--- config.mk ---
export PLATFORM = sky130hd
export DESIGN_NAME = hs_mac
export DESIGN_NICKNAME = d
export VERILOG_FILES = /design/src/rtl/hs_mac.sv
export SDC_FILE = /design/constraint.sdc
export NUM_CORES = 2
export LEC_CHECK = 0
export ABC_AREA = 0
export BUFFER_PORTS_ARGS = -buffer_cell sky130_fd_sc_hd__buf_4
export CAP_MARGIN = 20
export CORE_ASPECT_RATIO = 1.2
export CORE_MARGIN = 8
export CORE_UTILIZATION = 35
export CTS_CLUSTER_SIZE = 16
export DETAILED_ROUTE_END_ITERATION = 6
export PLACE_DENSITY_LB_ADDON = 0.15
export SYNTH_ARGS = -nofsm -noshare
export SYNTH_HDL_FRONTEND = slang
export SYNTH_SLANG_ARGS = --single-unit
export TNS_END_PERCENT = 30
--- constraint.sdc ---
create_clock -name clk -period 22.5 [get_ports clk]
set_input_delay 1.125 -clock clk [delete_from_list [all_inputs] [get_ports clk]]
set_output_delay 1.125 -clock clk [all_outputs]
set_load 0.1 [all_outputs]
--- src/rtl/hs_mac.sv ---
module hs_mac #(
  parameter int DW     = 32,
  parameter int RW     = 4,
  parameter int PC_IDX = 15
) (
  input  logic          clk,
  input  logic          rst_n,
  input  logic          in_valid,
  input  logic          mode_wh,
  input  logic          acc_en,
  input  logic          sel_n,
  input  logic          sel_m,
  input  logic [DW-1:0] op_n,
  input  logic [DW-1:0] op_m,
  input  logic [DW-1:0] acc,
  input  logic [RW-1:0] idx_d,
  input  logic [RW-1:0] idx_n,
  input  logic [RW-1:0] idx_m,
  input  logic [RW-1:0] idx_a,
  output logic          out_valid,
  output logic [DW-1:0] result,
  output logic          q_set,
  output logic          q_flag,
  output logic          unpred
);
  localparam int HW = DW / 2;
  localparam int PW = DW + HW;
  localparam logic [RW-1:0] PC = RW'(PC_IDX);

  logic [HW-1:0] half_n, half_m;
  logic [PW-1:0] ext_n, ext_m, prod_full;
  logic [DW-1:0] prod, sum;
  logic          ovf, bad;

  assign half_n = sel_n ? op_n[DW-1:HW] : op_n[HW-1:0];
  assign half_m = sel_m ? op_m[DW-1:HW] : op_m[HW-1:0];

  // one shared multiplier: operands sign-extended to the widest product
  assign ext_n = mode_wh ? {{HW{op_n[DW-1]}}, op_n} : {{DW{half_n[HW-1]}}, half_n};
  assign ext_m = {{DW{half_m[HW-1]}}, half_m};
  assign prod_full = ext_n * ext_m;
  assign prod = mode_wh ? prod_full[PW-1:HW] : prod_full[DW-1:0];

  assign sum = prod + acc;
  assign ovf = acc_en && (prod[DW-1] == acc[DW-1]) && (sum[DW-1] != prod[DW-1]);
  assign bad = (idx_d == PC) || (idx_n == PC) || (idx_m == PC) || (acc_en && idx_a == PC);

  always_ff @(posedge clk) begin
    if (!rst_n) begin
      out_valid <= 1'b0;
      result    <= '0;
      q_set     <= 1'b0;
      q_flag    <= 1'b0;
      unpred    <= 1'b0;
    end else begin
      out_valid <= in_valid;
      q_set     <= in_valid && ovf;
      if (in_valid) begin
        result <= acc_en ? sum : prod;
        unpred <= bad;
        if (ovf) q_flag <= 1'b1;
      end
    end
  end


  no_acc_no_q_chk: assert property (@(posedge clk) disable iff (!rst_n)
    (in_valid && !acc_en) |=> !q_set);

  valid_lat_chk: assert property (@(posedge clk) disable iff (!rst_n)
    in_valid |=> out_valid);

  idle_chk: assert property (@(posedge clk) disable iff (!rst_n)
    !in_valid |=> (!out_valid && !q_set && $stable(result)));

  sticky_chk: assert property (@(posedge clk) disable iff (!rst_n)
    q_flag |=> q_flag);

  qset_flag_chk: assert property (@(posedge clk) disable iff (!rst_n)
    q_set |-> q_flag);

  pc_flag_chk: assert property (@(posedge clk) disable iff (!rst_n)
    (in_valid && (idx_n == PC || idx_m == PC || idx_d == PC)) |=> unpred);
endmodule

==> results.toml <==
[hold_path]
min_to = "q_flag$_SDFFE_PN0P_"
min_path_type = "reg -> reg"
hold_depth = 2
hp-start = "q_flag$_SDFFE_PN0P_"

[die]
rows = 100
initial_utilization = 0.353
die_x_microns = 244
die_h_microns = 290
dieArea_sq_mm = 0.0707
coreArea_sq_mm = 0.0619
ios = 155

[worst_setup_path]
critical_path.most_common_cell = "fa_1"
cp-start-kind = "primary input"
cp-end-kind = "register"
cpMaxStageDelayCell = "mux2i_1"
worst_r2r_path_depth = 4
crit_arrival_ns = 11.89
cp_max_fo = 38
setup.worst_path.class = "in -> reg"
r2r_start = "result[28]$_SDFFE_PN0P_"
r2r-end = "result[28]$_SDFFE_PN0P_"
cpPeakStageDelay_ns = 0.97
reg2reg_slack_ns = 21.26
required_ns = 22.67

[placement]
dp_cells = 3494
gp_congestion = 0.924
port-buffer-count = 154
dp_hpwl_microns = 65100

[sta]
rsz0062_at_grt = "false"
fin_tns_setup_ns = 0
period_minus_slack_ns = 11.72
slew_headroom = 0.230
hold_violations = 0
fin_skew_ns = 0
fmax_mhz = 85.3
hold_ws_ns = 0.466
period_share = 0.521
slew_viol_final = 0
worst_pin_slew_ns = 1.12
setup_violations = 0

[synthesis]
synth_simple_gate_area_frac = 0.142
synth.net_count = 3362
synth_edf_count = 0
synth_warnings = 0
synth_top_family_by_area = "adder cells"
yosysUniqueCellTypes = 84
synth-xor-area-share = 0.0292
synthCells = 2611
syn_area_per_cell_sq_um = 8.36
yosys.area_share.adder = 0.530
synth.mux.area_fraction = 0.0438
async_flop_share = 0
synth-compound-area-share = 0.105
ys.flop_type = "dfxtp_1"
syn_area_sq_mm = 0.0218
ys_seq_elements = 36
ys_seq_area_frac = 0.0330

[cts]
clk_path_buf_depth = 2
post-cts-setup-buffer-count = 0
cts.clk_slew.worst_paths_ns = 0.06
htree_num_levels = 2
ctsHoldBuffers = 0
cts.root.buffer_cell = "clkbuf_16"
cts_tree = "yes"
cts_resized = 0
numCtsBuffers = 5
cts.sinks = 36
clock_latency_ns = 0.29

[detailed_routing]
drtIter0Drc = 1271
drc = 0
ant_nets = 0
vias = 18285
dr.pass1.iters = 6
wl_per_cell_microns = 22.2
avgViaCountPerCell = 5.22
wl_microns = 77800

[cells_and_area]
fin_nets = 3437
diodes = 0
area_delta_synth_final_pct = 9.72
layout_commonest_cell = "inv_1"
layout_common_cells = "568 x inv_1, 487 x fa_1, 367 x nand2_1"
stdcell_count = 3502
drive_above_1_share = 0.0975

[job]
drv_cap = 0

[global_routing]
first_global_vias = 20203
grt_pass1_wl_microns = 122000
overflow = 0
grt_antenna_before_repair = 0
grt_max_degree = 45
grt_use_total = 0.223

[outcome]
status = "finished clean"
layer usage:
metal	global-route usage	vias up	wire, microns
li1	-	8144	-
met1	0.286	9353	32400
met2	0.387	649	38000
met5	0	-	0
met4	0.0750	0	2890
met3	0.0290	139	4550
critical path, delay by kind of cell:
family	cells	cell delay, ns
compound gates	13	3.02
mux	2	1.13
simple gates	6	1.28
fa+ha+maj	8	3.84
buf+inv	9	1.42
final cells by class:
class	instances	area, sq um
Fill cell	6390	38000
Multi-Input combinational cell	1898	18600
Inverter	569	2140
Timing Repair Buffer	176	1330
Tap cell	816	1020
Sequential cell	36	721
Clock buffer	7	153
cell families (layout without fill, tap and decap cells):
logic type | Yosys count | in the layout
AND/OR/NAND/NOR | 762 | 762
buffers and inverters | 677 | 752
adder cells (fa/ha/maj) | 632 | 632
AO/OA/AOI/OAI | 342 | 342
multiplexers | 90 | 90
XOR/XNOR | 72 | 72
flip-flops | 36 | 36
through the flow:
| step | cell area, sq um | setup WS [ns] | util |
|---|---|---|---|
| final | 24000 | 10.78 | 0.387 |
| after global routing | 24000 | 10.22 | 0.387 |
| after CTS | 23900 | 10.76 | 0.387 |
| after detailed placement | 23800 | 10.50 | 0.384 |
| after global placement | 23800 | 10.61 | 0.384 |
| after floorplan | 21800 | 11.94 | - |
flip-flops by register name, summed over array words and instances (netlist names):
register / count
unpred: 1
result: 32
out_valid: 1
q_set: 1
q_flag: 1
cells in the mapped netlist (all sizes together) (4+ instances only):
cell,n,area [sq um]
a21oi,117,593
nand3,16,80.1
clkbuf,87,327
o31ai,4,43.8
mux2i,48,484
a21o,47,353
o21a,6,45.0
o211ai,9,72.6
xnor2,50,445
or2,7,43.8
mux2,42,473
a211oi,14,115
nand2b,12,75.1
nor2,292,1100
dfxtp,36,721
nor3,16,80.1
o22ai,4,38.8
inv,568,2130
a211o,5,43.8
and3,15,98.8
nor2b,6,37.5
xor2,22,193
buf,21,87.6
nand2,367,1380
a221oi,4,41.3
and2,5,31.3
o21bai,7,52.6
nand4,12,75.1
o21ai,68,348
ha,145,1810
fa,487,9750
a31oi,12,90.1
worst max-delay path by stage:
stage / to / cells after the start / startpoint
after floorplan: result[31]$_SDFFE_PN0P_ / 39 / mode_wh
after global placement: result[31]$_SDFFE_PN0P_ / 38 / mode_wh
after detailed placement: result[31]$_SDFFE_PN0P_ / 38 / mode_wh
after CTS: result[31]$_SDFFE_PN0P_ / 38 / mode_wh
after global routing: result[30]$_SDFFE_PN0P_ / 38 / mode_wh
final: result[31]$_SDFFE_PN0P_ / 38 / mode_wh
Power is left out: the tool's default activity adds up to more than one toggle a clock period on the data nets, which glitch-free logic cannot reach.
